--- config.mk ---
export PLATFORM = sky130hd
export DESIGN_NAME = ovr_watch
export DESIGN_NICKNAME = d
export VERILOG_FILES = /design/src/rtl/ovr_watch.sv
export SDC_FILE = /design/constraint.sdc
export NUM_CORES = 1
export LEC_CHECK = 0
export ABC_AREA = 1
export BUFFER_PORTS_ARGS = -buffer_cell sky130_fd_sc_hd__buf_2
export CAP_MARGIN = 5
export CORE_MARGIN = 1
export CORE_UTILIZATION = 35
export DETAILED_ROUTE_END_ITERATION = 7
export GPL_ROUTABILITY_DRIVEN = 0
export SYNTH_ARGS = -nofsm -noshare
export SYNTH_HDL_FRONTEND = slang
export SYNTH_SLANG_ARGS = --single-unit
export TNS_END_PERCENT = 5
--- constraint.sdc ---
create_clock -name clk -period 1.15 [get_ports clk]
set_input_delay 0.115 -clock clk [delete_from_list [all_inputs] [get_ports clk]]
set_output_delay 0.115 -clock clk [all_outputs]
set_load 0.02 [all_outputs]
--- src/rtl/ovr_watch.sv ---
module ovr_watch #(
  parameter int SW  = 24,
  parameter int TW  = 16,
  parameter int RUN = 4
) (
  input  logic          clk,
  input  logic          rst_n,
  input  logic          sync_n,
  input  logic          s1_valid,
  input  logic [SW-1:0] s1_data,
  input  logic [TW-1:0] thresh,
  input  logic          mod_fs,
  input  logic          word_stb,
  output logic          ovr_pin,
  output logic          ovr_stat,
  output logic          settle_clr
);
  localparam int FSW = $clog2(RUN + 1);
  localparam logic [SW-1:0] MOST_NEG = {1'b1, {(SW-1){1'b0}}};
  localparam logic [SW-1:0] MOST_POS = {1'b0, {(SW-1){1'b1}}};

  logic [SW-1:0]  mag;
  logic [TW-1:0]  mag_hi;
  logic           over, fast, hit, sticky;
  logic [FSW-1:0] fs_cnt;

  assign mag    = (s1_data == MOST_NEG) ? MOST_POS :
                  s1_data[SW-1] ? (~s1_data + 1'b1) : s1_data;
  assign mag_hi = mag[SW-2 -: TW];
  assign over   = mag_hi > thresh;
  assign fast   = mod_fs && (fs_cnt == FSW'(RUN));
  assign hit    = (s1_valid && over) || fast;
  assign settle_clr = ovr_pin | ovr_stat;

  always_ff @(posedge clk or negedge rst_n) begin
    if (!rst_n)             fs_cnt <= '0;
    else if (!sync_n)       fs_cnt <= '0;
    else if (!mod_fs)       fs_cnt <= '0;
    else if (fs_cnt < FSW'(RUN)) fs_cnt <= fs_cnt + 1'b1;
  end

  always_ff @(posedge clk or negedge rst_n) begin
    if (!rst_n)        ovr_pin <= 1'b0;
    else if (!sync_n)  ovr_pin <= 1'b0;
    else if (fast)     ovr_pin <= 1'b1;
    else if (s1_valid) ovr_pin <= over;
  end

  always_ff @(posedge clk or negedge rst_n) begin
    if (!rst_n) begin
      sticky   <= 1'b0;
      ovr_stat <= 1'b0;
    end else if (!sync_n) begin
      sticky   <= 1'b0;
      ovr_stat <= 1'b0;
    end else if (word_stb) begin
      ovr_stat <= sticky | hit;
      sticky   <= 1'b0;
    end else if (hit) begin
      sticky   <= 1'b1;
    end
  end

  AST_SYNC_CLEARS: assert property (@(posedge clk) disable iff (!rst_n)
    !sync_n |=> (!ovr_pin && !ovr_stat && fs_cnt == '0));
  AST_PIN_HOLDS: assert property (@(posedge clk) disable iff (!rst_n)
    (sync_n && !s1_valid && !mod_fs) |=> $stable(ovr_pin));
  AST_STAT_HOLDS: assert property (@(posedge clk) disable iff (!rst_n)
    (sync_n && !word_stb) |=> $stable(ovr_stat));
  AST_STB_CLEARS_ACC: assert property (@(posedge clk) disable iff (!rst_n)
    word_stb |=> !sticky);
  AST_FAST_SETS_PIN: assert property (@(posedge clk) disable iff (!rst_n)
    (sync_n && fast) |=> ovr_pin);
  AST_CNT_BOUND: assert property (@(posedge clk) disable iff (!rst_n)
    fs_cnt <= FSW'(RUN));
  AST_SETTLE_FOLLOWS: assert property (@(posedge clk) disable iff (!rst_n)
    (ovr_pin || ovr_stat) |-> settle_clr);
endmodule

==> results of run 1 <==
registers in the layout, indices dropped and copies added (netlist names):
register and cells:
fs_cnt 3, ovr_pin 1, sticky 1, ovr_stat 1
repair_timing:
| action | 4_1_cts | 5_1_grt |
|---|---|---|
| hold buffers | 1 | 0 |
| cloned | 1 | 0 |
| gates resized for setup | 28 | 2 |
| buffers inserted | 4 | 1 |
| pin swaps | 21 | 2 |
| setup endpoints to repair | 4 | 4 |
| hold endpoints to repair | 6 | 0 |
cells in the mapped netlist:
library cell | number | area, um2
xnor2_1 | 1 | 8.76
o31ai_1 | 2 | 15.0
nand4_2 | 1 | 12.5
or2_2 | 2 | 12.5
nand3_2 | 8 | 80.1
nand3_1 | 19 | 95.1
nand3b_1 | 3 | 22.5
nand2_2 | 2 | 12.5
o21ai_1 | 1 | 5.00
nor3_2 | 2 | 20.0
nand3_4 | 1 | 17.5
nor2_1 | 23 | 86.3
ha_1 | 18 | 225
buf_2 | 2 | 10.0
and2_2 | 1 | 7.51
o21ai_0 | 5 | 25.0
a21o_1 | 1 | 7.51
inv_1 | 40 | 150
nand4_1 | 4 | 25.0
a21oi_1 | 10 | 50.1
inv_2 | 1 | 3.75
dfrtp_1 | 6 | 150
nand2_1 | 51 | 191
buf_6 | 1 | 11.3
nor2_4 | 1 | 11.3
xor2_1 | 4 | 35.0
worst max-delay path, cell delays in order:
cell     delay [ps]
buf_2           110
nor2_2          130
nand3_2         110
nor3_4          290
buf_4           170
nand3_4         120
nand2_2         130
ha_4            200
a21oi_1         190
nand2_1          80
nand2_1          60
nand2_1          50
nand2_1          50
nand2_1          60
nand2_2          70
nand4_1          70
nand2_1          60
inv_1            30
routing by layer:
metal  up-vias  track usage, %  routed length [um]
li1        847               -                   -
met2        36            34.2                1660
met4         0            6.10                  24
met1       690            24.5                1650
met5         -               0                   0
met3         4            1.46                 113
through the flow:
| step | hold slack, ps | TNS [ps] |
|---|---|---|
| final | 124 | -2520 |
| after global routing | 152 | -3250 |
| after CTS | 123 | -2490 |
| after detailed placement | -56.1 | -3570 |
| after global placement | -56.0 | -3470 |
| after floorplan | -181 | -2380 |
path summary, 6_finish.rpt:
check                                        endpoint  slack [ps]
worst min register to register  fs_cnt[1]$_DFFE_PN0P_         540
min in group asynchronous          sticky$_DFFE_PN0P_         250
worst max-delay path             ovr_stat$_DFFE_PN0N_        -830
worst max register to register  fs_cnt[1]$_DFFE_PN0P_         110
max in group asynchronous       fs_cnt[1]$_DFFE_PN0P_         750
worst min-delay path              ovr_pin$_DFFE_PN0P_         120
power groups by stage:
stage | clock [mW] | sequential (mW) | combinational (mW)
after floorplan | 0 | 0.238 | 0.336
after global routing | 0.332 | 0.232 | 0.741
final | 0.312 | 0.231 | 0.654
after detailed placement | 0 | 0.233 | 0.592
after CTS | 0.325 | 0.230 | 0.652
after global placement | 0 | 0.233 | 0.589
cell families after synthesis:
logic type	count (synthesis)	synth area share (%)
AO/OA/AOI/OAI	19	7.95
XOR/XNOR	5	3.39
adder cells (fa/ha/maj)	18	17.4
buffers and inverters	44	13.6
flip-flops	6	11.6
AND/OR/NAND/NOR	118	46.0
layout make-up:
class	instances	area (um2)	area share (%)
Clock buffer	3	41.3	1.94
Multi-Input combinational cell	161	1190	55.8
Inverter	41	156	7.34
Timing Repair Buffer	84	537	25.2
Tap cell	46	57.6	2.70
Sequential cell	6	150	7.04
==> run summary, run 1 <==
outcome - finished with violations
failing checks - negative setup slack
part of the power in the clock network - 26.1%
Internal - 0.767 mW
drt total wl - 3450 um
Worst-Margin Slew - 357 ps
yosys warns - 0
commonest non-fill, non-tap cell in the layout - buf_2
final total power - 1.20 mW
Setup crit start - s1_data[14]
clk_skew - 5.39 ps
HP Start - sync_n
Mapped Area - 1290 um2
DP Area - 1900 um2
Final setup viols - 4
Cell Pwr Density - 561 nW/um2
Pins Over Slew Limit - 0
Initial Util - 37.5%
Max-Cap Viols - 0
worst slack, placed - -1200 ps
drt first pass iters - 4
sequential share of power - 19.3%
die area - 3940 um2
Placed Cells - 331
WP data arrival - 2100 ps
final HPWL from detailed placement - 2800 um
height of the die - 62.7 um
number of diodes - 0
largest net degree at the start of global routing - 9
most frequent cells in the layout - buf_2 (46), nand2_1 (45), inv_1 (40)
hold crit path type - in2reg
Post-DRT Antenna Nets - 0
RSZ-0062 raised after global routing - yes
clk slew on worst S/H paths - 40 ps
layout cells sized above 1 - 45.4%
Leak - 1.22 nW
crit start category - primary input
minimum clock period - 1980 ps
Hold Crit Depth - 3
via/cell ratio - 4.62
CP required - 1270 ps
Area Growth Syn to Fin - 65.1%
fin cells - 341
vias in the first global route - 1543
final hold vios - 0
Final Core Density - 61.9%
Core Area - 3440 um2
Psw - 0.430 mW
post-synthesis sequential area ratio - 11.6%
synthesized net count - 274
clk root buf - clkbuf_8
Die W - 62.7 um
Synth Instances - 210
first-pass GRT wire length - 6170 um
layout net count - 361
Combinational Power Share - 54.6%
DRC Markers - 0
crit end category - flip-flop
CTS tree - built
layout filler cell count - 333
Max Freq - 0.506 GHz
setup ws final - -827 ps
synthesized area per cell - 6.15 um2
CP max FO - 7
post-synth cell types - 26
gr usage total - 19.3%
Max clock buf depth - 2
PortBufs - 48
worst r2r path cells - 4
IO Pins - 49
fin crit share - 172%
total CTS buffers - 3
max_slew headroom - 76.1%
row cnt - 21
worst r2r src - fs_cnt[0]$_DFFE_PN0P_
Worst-Skew Late Latency - 220 ps
Net Sw Frac - 35.9%
via count - 1577
Remaining Overflow, GRT - 0
#FFs+latches synth - 6
clock sink count - 6
critical path class - in2reg
wire per inst - 10.1 um
initial DRC count - 51
number of H-tree levels - 1
IR drop worst, VDD - 0.615 mV
initial antenna violation count - 0
Design Area, Final - 2130 um2
Power figures use the tool's default switching activity.
==> inputs of run 2 (changes only) <==
- ABC_AREA: 1 -> default
- clock period: 1.15 -> 1.9 ns (I/O delays scaled with it)
==> run 2 against run 1 <==
  * Largest power group unchanged
  * Synthesized cell count down 26%
  * Sequential power down 39%
  * The flow still finishes with violations (negative setup slack)
  * Critical path depth down 6
==> run summary, run 2 <==
max_slew headroom - 73.4% (-2.7 points)
row cnt - 20 (-4.8%)
number of flops mapped to enable cells by yosys - 0 (unchanged)
post-synthesis sequential area ratio - 12.5% (+0.85 points)
failing checks - negative setup slack
fin crit share - 172%
max reg flops - 3 (unchanged)
Final setup viols - 3 (-1)
clk_skew - 3.29 ps (-2.10 ps)
drt first pass iters - 6 (+2)
Net Sw Frac - 36.1% (+0.21 points)
asr flop ratio synth - 100% (unchanged)
Initial Util - 38.2% (+0.66 points)
final hold vios - 0 (unchanged)
WP data arrival - 3400 ps (+1300 ps)
outcome - finished with violations
area leader, netlist - ha_1
Leak - 0.954 nW (-22%)
synthesized area per cell - 7.77 um2 (+26%)
number of diodes - 0 (unchanged)
Mapped Area - 1200 um2 (-6.8%)
die area - 3680 um2 (-6.6%)
WP buf/inv - 1 (-2)
crit-path most repeated cell - or3_4
Pins Over Slew Limit - 0 (unchanged)
initial antenna violation count - 0 (unchanged)
hold endpoint - ovr_pin$_DFFE_PN0P_
Core Area - 3150 um2 (-8.4%)
Hold Crit Depth - 2 (-1)
CP max FO - 5 (-2)
Design Area, Final - 1830 um2 (-14%)
Post-synth top cells - inv_1 (19), ha_1 (18), nand2_1 (10)
Combinational Power Share - 55.8% (+1.2 points)
first-pass GRT wire length - 5750 um (-6.8%)
PortBufs - 48 (unchanged)
Max-Cap Viols - 0 (unchanged)
HP Start - sync_n
gr usage total - 20.8% (+1.5 points)
sequential share of power - 23.5% (+4.2 points)
critical path's largest stage delay - 550 ps (+260 ps)
DP Area - 1710 um2 (-10%)
#FFs+latches synth - 6 (unchanged)
via count - 1485 (-5.8%)
Biggest register - fs_cnt
wire per inst - 13.1 um (+30%)
total CTS buffers - 3 (unchanged)
CP required - 2030 ps (+760 ps)
most common cell in the netlist - inv_1
Remaining Overflow, GRT - 0 (unchanged)
Worst-Skew Late Latency - 250 ps (+30 ps)
initial DRC count - 38 (-25%)
drt total wl - 3700 um (+7.2%)
part of the power in the clock network - 20.6% (-5.5 points)
top cells by area, synth - ha_1 (19%), dfrtp_1 (12%), inv_1 (5.9%)
height of the die - 60.6 um (-3.3%)
worst r2r path cells - 6 (+2)
Crit Reg-Reg Endpoint - ovr_stat$_DFFE_PN0N_
yosys warns - 0 (unchanged)
synthesized net count - 219 (-20%)
worst slack, placed - -1770 ps (-571 ps)
cells along the critical path - buf_6 -> or4_4 -> or3_4 -> or3_4 -> o31ai_4 -> o21ai_1 -> ha_1 -> nand4_1 -> or4_1 -> a32o_1 -> o41a_1 -> o31a_1
layout cells sized above 1 - 45.8% (+0.37 points)
DRC Markers - 0 (unchanged)
commonest non-fill, non-tap cell in the layout - buf_2
Worst-Margin Slew - 389 ps (+32.3 ps)
dominant synthesized flop cell - dfrtp_1
vias in the first global route - 1444 (-6.4%)
worst r2r src - fs_cnt[0]$_DFFE_PN0P_
CTS tree - built
crit end category - flip-flop
RSZ-0062 raised after global routing - yes
Cell Pwr Density - 325 nW/um2 (-42%)
number of H-tree levels - 1 (unchanged)
Psw - 0.215 mW (-50%)
R2R setup slack - 230 ps (+120 ps)
Post-CTS Setup Inserts - 0 (-4)
crit start category - primary input
Post-DRT Antenna Nets - 0 (unchanged)
final HPWL from detailed placement - 3010 um (+7.4%)
post-synth cell types - 43 (+65%)
Area Growth Syn to Fin - 51.9%
Synth top area share - 18.7% (+1.3 points)
largest net degree at the start of global routing - 10 (+1)
CP top delay family - simple AND/OR/NAND/NOR gates
layout net count - 304 (-16%)
critical path class - in2reg
Die W - 60.6 um (-3.3%)
Internal - 0.379 mW (-51%)
hold crit path type - in2reg
minimum clock period - 3270 ps
Critical-path top delay cell - or4_4
setup ws final - -1370 ps (-545 ps)
Max clock buf depth - 2 (unchanged)
most frequent cells in the layout - buf_2 (47), buf_4 (34), inv_1 (19)
via/cell ratio - 5.27 (+14%)
clk slew on worst S/H paths - 50 ps (about the same)
final total power - 0.594 mW (-50%)
IR drop worst, VDD - 0.378 mV (-39%)
IO Pins - 49 (unchanged)
Max Freq - 0.306 GHz
Synth Instances - 155 (-26%)
clock sink count - 6 (unchanged)
clk root buf - clkbuf_4
[run 2: layout make-up]
class                           instances  area [um2]
Tap cell                               44        55.1
Sequential cell                         6         150
Clock buffer                            3        22.5
Fill cell                             316        1330
Multi-Input combinational cell        126        1010
Timing Repair Buffer                   84         523
Inverter                               19        71.3
[run 2: metrics by stage]
stage	instances	TNS [ps]	utilization, %	hold WS (ps)
2_1_floorplan	155	-4510	-	-106
3_3_place_gp	277	-5030	54.1	15.4
3_5_place_dp	277	-5180	54.1	21.7
4_1_cts	282	-3970	57.4	198
5_1_grt	282	-4180	58.0	197
6_report	282	-3980	58.0	200
[run 2: how the worst max path moves through the flow]
| stage | end | slack, ps | startpoint | depth (start not counted) |
|---|---|---|---|---|
| after floorplan | ovr_stat$_DFFE_PN0N_ | -1530 | s1_data[1] | 12 |
| after global placement | ovr_stat$_DFFE_PN0N_ | -1700 | s1_data[1] | 12 |
| after detailed placement | ovr_stat$_DFFE_PN0N_ | -1770 | s1_data[1] | 12 |
| after CTS | ovr_stat$_DFFE_PN0N_ | -1370 | s1_data[1] | 12 |
| after global routing | ovr_stat$_DFFE_PN0N_ | -1430 | s1_data[1] | 12 |
| final | ovr_stat$_DFFE_PN0N_ | -1370 | s1_data[1] | 12 |
[run 2: logic make-up after synthesis]
group / Yosys count / share of synthesized area, %
DFF: 6 / 12.5
xor gates and xnor gates: 9 / 6.55
muxes: 2 / 1.77
buffers and inverters: 24 / 10.5
and+or+nand+nor: 53 / 26.0
AOI/OAI and AO/OA: 43 / 24.0
adders and majority gates: 18 / 18.7
[run 2: per-layer routing]
layer  wire (um)  vias up  global-route usage, %
met1        1590      698                   23.7
met3         149        4                   3.20
met4          29        0                   3.90
met5           0        -                      0
met2        1930       36                   40.8
li1            -      747                      -
[run 2: power by group through the flow]
stage	Combinational [mW]	Sequential (mW)	Clock, mW
2_1_floorplan	0.154	0.145	0
3_3_place_gp	0.299	0.140	0
3_5_place_dp	0.313	0.141	0
4_1_cts	0.330	0.139	0.125
5_1_grt	0.369	0.140	0.134
6_report	0.332	0.140	0.123
[run 2: timing repair]
item                                    CTS  global route
gates resized for setup                  16             4
pin swaps                                 5             0
hold buffers                              1             0
cloned                                    1             0
endpoints found under the setup margin    3             3
endpoints found under the hold margin     6             0
